## src/rtl/hsp_pkg.sv

```systemverilog
package hsp_pkg;

    localparam int HSP_LANES = 8;
    localparam int HSP_IDW   = 4;
    localparam int HSP_TW    = 2;

    typedef enum logic [2:0] {
        ST_IDLE,
        ST_MATCH,
        ST_SETUP,
        ST_ACK,
        ST_DRIVE,
        ST_WAITCS,
        ST_IGNORE
    } hsp_state_e;

    typedef struct packed {
        logic              drv_en;
        logic [HSP_TW-1:0] drv_time;
    } hsp_endcfg_t;

    function automatic logic hsp_drive_after(hsp_endcfg_t c);
        return c.drv_en && (c.drv_time != '0);
    endfunction

endpackage

```

## src/rtl/hsp_sync.sv

```systemverilog
module hsp_sync #(
    parameter int          W       = 1,
    parameter logic [W-1:0] RST_VAL = '0
) (
    input  logic         clk,
    input  logic         rst,
    input  logic [W-1:0] d,
    output logic [W-1:0] q
);
    logic [W-1:0] stage1;

    always_ff @(posedge clk) begin
        if (rst) begin
            stage1 <= RST_VAL;
            q      <= RST_VAL;
        end else begin
            stage1 <= d;
            q      <= stage1;
        end
    end
endmodule

```

## src/rtl/hsp_strobe_edge.sv

```systemverilog
module hsp_strobe_edge #(
    parameter int LANES = hsp_pkg::HSP_LANES
) (
    input  logic             clk,
    input  logic             rst,
    input  logic             single,
    input  logic             wide,
    input  logic [LANES-1:0] bstb_n_s,
    input  logic             rstb_n_s,
    input  logic             rnw_s,
    output logic [LANES-1:0] lanes_act,
    output logic             is_write,
    output logic             fall,
    output logic             rise
);
    logic [LANES-1:0] lane_en;
    logic             any_act;
    logic             any_prev;

    for (genvar i = 0; i < LANES; i++) begin : g_lane
        if (i < LANES / 2) begin : g_low
            assign lane_en[i] = 1'b1;
        end else begin : g_high
            assign lane_en[i] = wide;
        end
    end

    always_comb begin
        lanes_act = ~bstb_n_s & lane_en;
        if (single) begin
            any_act  = |lanes_act;
            is_write = ~rnw_s;
        end else begin
            any_act  = (|lanes_act) | ~rstb_n_s;
            is_write = |lanes_act;
        end
        fall = any_act & ~any_prev;
        rise = ~any_act & any_prev;
    end

    always_ff @(posedge clk) begin
        if (rst) any_prev <= 1'b0;
        else     any_prev <= any_act;
    end
endmodule

```

## src/rtl/hsp_capture.sv

```systemverilog
module hsp_capture #(
    parameter int ADDR_W = 16,
    parameter int LANES  = hsp_pkg::HSP_LANES,
    localparam int DW    = LANES * 8
) (
    input  logic              clk,
    input  logic              rst,
    input  logic              cap_en,
    input  logic              wide,
    input  logic [LANES-1:0]  lanes_act,
    input  logic [ADDR_W-1:0] addr_s,
    input  logic [DW-1:0]     data_s,
    output logic [ADDR_W-1:0] addr_q,
    output logic [DW-1:0]     data_q,
    output logic [LANES-1:0]  mask_q
);
    always_ff @(posedge clk) begin
        if (rst) begin
            addr_q <= '0;
            mask_q <= '0;
        end else if (cap_en) begin
            addr_q <= addr_s;
            mask_q <= lanes_act;
        end
    end

    for (genvar i = 0; i < LANES; i++) begin : g_byte
        logic keep;
        if (i < LANES / 2) begin : g_low
            assign keep = 1'b1;
        end else begin : g_high
            assign keep = wide;
        end
        always_ff @(posedge clk) begin
            if (rst)         data_q[8*i +: 8] <= '0;
            else if (cap_en) data_q[8*i +: 8] <= keep ? data_s[8*i +: 8] : 8'h00;
        end
    end
endmodule

```

## src/rtl/hsp_ctrl.sv

```systemverilog
module hsp_ctrl
    import hsp_pkg::*;
#(
    parameter int IDW = hsp_pkg::HSP_IDW,
    parameter int TW  = hsp_pkg::HSP_TW
) (
    input  logic        clk,
    input  logic        rst,
    input  logic        cs_act,
    input  logic        fall,
    input  logic        rise,
    input  logic        is_write,
    input  logic [IDW-1:0] id_s,
    input  logic [IDW-1:0] cfg_id,
    input  hsp_endcfg_t endcfg,
    output hsp_state_e  st,
    output logic        cap_en,
    output logic        ack_n,
    output logic        ack_oe,
    output logic        wr_valid
);
    logic          is_wr;
    logic          captured;
    logic [TW-1:0] cnt;

    assign cap_en = (st == ST_ACK) && !captured && !rise;
    assign ack_oe = (st == ST_ACK) || (st == ST_DRIVE);
    assign ack_n  = (st != ST_ACK);

    always_ff @(posedge clk) begin
        if (rst) begin
            st       <= ST_IDLE;
            is_wr    <= 1'b0;
            captured <= 1'b0;
            cnt      <= '0;
            wr_valid <= 1'b0;
        end else begin
            wr_valid <= 1'b0;
            case (st)
                ST_IDLE: begin
                    if (cs_act && fall) begin
                        if (id_s == cfg_id) begin
                            st    <= ST_MATCH;
                            is_wr <= is_write;
                        end else begin
                            st <= ST_IGNORE;
                        end
                    end
                end
                ST_MATCH, ST_SETUP: begin
                    captured <= 1'b0;
                    if (rise)         st <= ST_WAITCS;
                    else if (!cs_act) st <= ST_IDLE;
                    else              st <= (st == ST_MATCH) ? ST_SETUP : ST_ACK;
                end
                ST_ACK: begin
                    if (rise) begin
                        wr_valid <= is_wr && captured;
                        if (hsp_drive_after(endcfg)) begin
                            st  <= ST_DRIVE;
                            cnt <= endcfg.drv_time;
                        end else begin
                            st <= ST_WAITCS;
                        end
                    end else if (!cs_act) begin
                        st <= ST_IDLE;
                    end else begin
                        captured <= 1'b1;
                    end
                end
                ST_DRIVE: begin
                    if (cnt <= TW'(1)) st  <= ST_WAITCS;
                    else               cnt <= cnt - TW'(1);
                end
                ST_WAITCS, ST_IGNORE: begin
                    if (!cs_act) st <= ST_IDLE;
                end
                default: st <= ST_IDLE;
            endcase
        end
    end
endmodule

```

## src/rtl/hsp_async_port.sv

```systemverilog
module hsp_async_port
    import hsp_pkg::*;
#(
    parameter int ADDR_W = 16,
    parameter int LANES  = hsp_pkg::HSP_LANES,
    parameter int IDW    = hsp_pkg::HSP_IDW,
    parameter int TW     = hsp_pkg::HSP_TW,
    localparam int DW    = LANES * 8
) (
    input  logic              clk,
    input  logic              rst,
    input  logic [IDW-1:0]    cfg_chip_id,
    input  logic              cfg_drv_en,
    input  logic [TW-1:0]     cfg_drv_time,
    input  logic              cfg_single,
    input  logic              cfg_wide,
    input  logic              host_cs_n,
    input  logic [IDW-1:0]    host_id,
    input  logic [ADDR_W-1:0] host_addr,
    input  logic [DW-1:0]     host_data,
    input  logic [LANES-1:0]  host_bstb_n,
    input  logic              host_rstb_n,
    input  logic              host_rnw,
    output logic              host_ack_n,
    output logic              host_ack_oe,
    output logic              wr_valid,
    output logic [ADDR_W-1:0] wr_addr,
    output logic [DW-1:0]     wr_data,
    output logic [LANES-1:0]  wr_mask
);
    localparam int SW = 1 + IDW + ADDR_W + DW + LANES + 2;
    localparam logic [SW-1:0] SYNC_RST =
        {1'b1, {IDW{1'b0}}, {ADDR_W{1'b0}}, {DW{1'b0}}, {LANES{1'b1}}, 1'b1, 1'b1};

    logic              cs_n_s, rstb_n_s, rnw_s;
    logic [IDW-1:0]    id_s;
    logic [ADDR_W-1:0] addr_s;
    logic [DW-1:0]     data_s;
    logic [LANES-1:0]  bstb_n_s;
    logic [LANES-1:0]  lanes_act;
    logic              is_write, fall, rise, cap_en;
    hsp_state_e        fsm_st;
    hsp_endcfg_t       endcfg;

    assign endcfg = '{drv_en: cfg_drv_en, drv_time: cfg_drv_time};

    hsp_sync #(.W(SW), .RST_VAL(SYNC_RST)) u_sync (
        .clk (clk),
        .rst (rst),
        .d   ({host_cs_n, host_id, host_addr, host_data, host_bstb_n, host_rstb_n, host_rnw}),
        .q   ({cs_n_s, id_s, addr_s, data_s, bstb_n_s, rstb_n_s, rnw_s})
    );

    hsp_strobe_edge #(.LANES(LANES)) u_edge (
        .clk       (clk),
        .rst       (rst),
        .single    (cfg_single),
        .wide      (cfg_wide),
        .bstb_n_s  (bstb_n_s),
        .rstb_n_s  (rstb_n_s),
        .rnw_s     (rnw_s),
        .lanes_act (lanes_act),
        .is_write  (is_write),
        .fall      (fall),
        .rise      (rise)
    );

    hsp_ctrl #(.IDW(IDW), .TW(TW)) u_ctrl (
        .clk      (clk),
        .rst      (rst),
        .cs_act   (~cs_n_s),
        .fall     (fall),
        .rise     (rise),
        .is_write (is_write),
        .id_s     (id_s),
        .cfg_id   (cfg_chip_id),
        .endcfg   (endcfg),
        .st       (fsm_st),
        .cap_en   (cap_en),
        .ack_n    (host_ack_n),
        .ack_oe   (host_ack_oe),
        .wr_valid (wr_valid)
    );

    hsp_capture #(.ADDR_W(ADDR_W), .LANES(LANES)) u_cap (
        .clk       (clk),
        .rst       (rst),
        .cap_en    (cap_en),
        .wide      (cfg_wide),
        .lanes_act (lanes_act),
        .addr_s    (addr_s),
        .data_s    (data_s),
        .addr_q    (wr_addr),
        .data_q    (wr_data),
        .mask_q    (wr_mask)
    );
endmodule

```

## config.mk

```make
export PLATFORM = sky130hd
export DESIGN_NAME = hsp_async_port
export DESIGN_NICKNAME = d
export VERILOG_FILES = /design/src/rtl/hsp_pkg.sv /design/src/rtl/hsp_sync.sv /design/src/rtl/hsp_strobe_edge.sv /design/src/rtl/hsp_capture.sv /design/src/rtl/hsp_ctrl.sv /design/src/rtl/hsp_async_port.sv
export SDC_FILE = /design/constraint.sdc
export NUM_CORES = 1
export LEC_CHECK = 0
export BUFFER_PORTS_ARGS = -buffer_cell sky130_fd_sc_hd__buf_2
export CORE_MARGIN = 2
export CORE_UTILIZATION = 40
export CTS_CLUSTER_DIAMETER = 200
export DETAILED_ROUTE_END_ITERATION = 10
export SKIP_CTS_REPAIR_TIMING = 1
export SYNTH_ARGS = -nofsm -noshare
export SYNTH_HDL_FRONTEND = slang
export SYNTH_SLANG_ARGS = --single-unit
```

## constraint.sdc

```tcl
create_clock -name clk -period 2.2 [get_ports clk]
set_clock_uncertainty 0.1 [all_clocks]
set_input_delay 0.33 -clock clk [delete_from_list [all_inputs] [get_ports clk]]
set_output_delay 0.33 -clock clk [all_outputs]
set_load 0.03 [all_outputs]
```

==> flow_summary.ini <==
[status]
status = complete, no violations

[route]
drt-total-wl_mm = 18.88
met3RoutedLength_mm = 1.077
m1WireLength_mm = 8.446
wire_per_inst_um = 13.12
firstDrtPassIters = 4
via_per_inst = 4.473
met2_length_mm = 8.791
routed-via-count = 6436
first_iter_violations = 277
drc = 0
routed.top_layer = met4
antenna_left = 0

[sta]
slew_headroom_pct = 63.89
tightest_slew_ns = 0.5359
fmax_mhz = 476.5
min_period_ns = 2.099
whs_ns = 0.05745
setup_tns_ns = 0
fin_crit_sh_pct = 95.39
grt_setup_unrepaired = no
setup_viol = 0
maxSlewViolCount = 0
hold_viol = 0

[die]
pin_count = 197
floorplan.initialDensity_pct = 40.80
die_area_mm2 = 0.02354
die_x_um = 153.4
die_h_um = 153.4
core_area_mm2 = 0.02189
rows = 54

[synth]
yosysTopAreaCell = dfxtp_1
avgSynthCellArea_um2 = 10.35
synth-main-ff-cell = dfxtp_1
yosys_warnings = 0
netlist_top_cells_area = dfxtp_1 (64%), nor2b_1 (12%), nand2_1 (5.4%)
synth_cell_types = 43
syn_nets = 970
synth.top_cell.area_share_pct = 64.32
yosysSeqAreaShare_pct = 64.32
ys_ff_latch = 287
synth_edf_count = 0
synth_area_mm2 = 0.008932
ys_async_sr_fraction_pct = 0
syn_inst = 863

[placed_design]
dp_hpwl_mm = 11.32
portBuffers = 196
routabilityCongestion = 0.7745

[global_routing]
grt_start_max_net_pins = 89
track_usage_pct = 15.10
grt-ovfl-total = 0
grt_pass1_vias = 5768
antenna_found_initial = 0
grt_pass1_wl_mm = 29.45

[power_and_ir_drop]
p_leak_nw = 4.979
ir_drop_uv = 714.2
power_density_mw_per_mm2 = 931.4

[clock_network]
cts_max_path_buffers = 3
cts_buffers = 30
numClockSinks = 287
clk_latency_ns = 0.54
root_buffer = clkbuf_16
path_clk_slew_ns = 0.06
htreeDepth = 1
cts_tree = yes

[job]
maxCapViolCount = 0

[worst_setup_path]
crit_type = reg -> out
rrSetupSlack_ns = 0.28
regToRegEndpoint = u_cap.data_q[59]
timing.rr.start = u_ctrl.st[1]
critical_path_required_ns = 1.77
critPathCaptureType = primary output
critPathArrivalTime_ns = 1.67
start_kind = flip-flop
cp_max_fo = 9
rr_worst_depth = 5

[min_path]
min_path_cells = 3
min_from = cfg_wide
hold_end = u_edge.any_prev
worstHoldPathType = in -> reg

[cells_and_area]
antenna_cells = 0
drive_gt1_share_pct = 26.23
nNetsFinal = 1249
areaGrowthSynthToFinish_pct = 35.35
fillers = 1933
[routing by layer]
layer | up-vias | global-route usage, %
met4 | 0 | 5.548
met1 | 2924 | 19.35
met5 | - | 0
met3 | 40 | 4.508
li1 | 3316 | -
met2 | 156 | 24.21
[worst max-delay path: stages (launching register included)]
cell and delay, ns:
dfxtp_1 0.51, nand3_2 0.18, buf_4 0.19, nand2_1 0.06, buf_2 0.19
[cell type report]
| class | count | area (µm²) | share of cell area [%] |
|---|---|---|---|
| Clock buffer | 39 | 835.8 | 6.913 |
| Sequential cell | 287 | 5748 | 47.54 |
| Timing Repair Buffer | 305 | 2113 | 17.48 |
| Clock inverter | 10 | 156.4 | 1.294 |
| Inverter | 3 | 11.26 | 0.09314 |
| Multi-Input combinational cell | 515 | 2875 | 23.78 |
| Tap cell | 280 | 350.3 | 2.898 |
[state kept, by name (all words and copies together), names as in the netlist]
| signal | cells |
|---|---|
| u_cap.data_q | 64 |
| u_edge.any_prev | 1 |
| u_sync.q | 95 |
| u_sync.stage1 | 95 |
| u_cap.addr_q | 16 |
| u_ctrl.cnt | 2 |
| u_ctrl.captured | 1 |
| u_ctrl.is_wr | 1 |
| u_ctrl.st | 3 |
| u_cap.mask_q | 8 |
| u_ctrl.wr_valid | 1 |
[synth_stat cells, drive strengths merged (2+ instances only)]
cell / n
clkbuf: 37
nand3b: 6
xor2: 5
a21oi: 87
nand4b: 2
nand2: 139
nor2b: 170
dfxtp: 287
nor4: 3
or2: 22
nor2: 14
inv: 3
nor3: 2
buf: 21
nand3: 35
mux2i: 2
o21ai: 4
nand4: 2
a211oi: 8
[cell families (layout without fill, tap and decap cells)]
family                   count (synthesis)  after routing  share of synthesized area (%)
multiplexers                             2              2                         0.2241
AO/OA/AOI/OAI                          109            109                          7.396
buffers and inverters                   61            357                          3.586
adder cells (fa/ha/maj)                  2              2                         0.2521
AND/OR/NAND/NOR                        397            397                          23.73
flip-flops                             287            287                          64.32
XOR/XNOR                                 5              5                         0.4902
[layout by cell type (no fill, tap or decap), types with 3 or more instances in the layout]
cell type	instances
dfxtp_1	285
buf_2	195
nor2b_1	170
nand2_1	129
dlygate4sd3_1	97
a21oi_1	77
nand3_1	34
clkbuf_16	31
or2_2	22
nor2_1	13
nand2_2	10
a21oi_2	10
a211oi_1	7
buf_4	7
nand3b_1	6
xor2_1	5
clkbuf_1	5
buf_12	5
bufinv_16	4
clkbuf_8	4
clkinv_2	4
inv_1	3
o21ai_0	3
nor4_1	3
[per-stage QoR]
step | std cells | instance area (µm²) | util [%] | setup slack, ns | power [mW]
2_1_floorplan | 863 | 8932 | - | 0.3613 | 5.998
3_3_place_gp | 1293 | 10120 | 46.24 | 0.2800 | 6.189
3_5_place_dp | 1293 | 10120 | 46.24 | 0.2507 | 6.194
4_1_cts | 1342 | 11110 | 50.77 | 0.007318 | 11.27
5_1_grt | 1439 | 12090 | 55.23 | 0.003005 | 11.74
6_report | 1439 | 12090 | 55.23 | 0.1015 | 11.26
[worst max path at each step]
stage,slack (ns),depth (start not counted),from,end
finish,0.10,4,u_ctrl.st[1],host_ack_oe
global route,0.003,4,u_ctrl.st[1],host_ack_oe
CTS,0.007,4,u_ctrl.st[0],host_ack_oe
detailed placement,0.25,7,cfg_single,u_cap.data_q[59]
floorplan,0.36,7,u_ctrl.st[0],u_cap.addr_q[1]
global placement,0.28,5,u_ctrl.st[0],u_cap.data_q[55]
[power by group]
group | switching (mW) | internal [mW] | total [mW] | leakage (nW)
registers | 0.0931 | 5.39 | 5.48 | 2.36
clock network | 1.92 | 3.11 | 5.04 | 0.486
logic | 0.353 | 0.389 | 0.742 | 2.14
(Power assumes the default switching activity.)
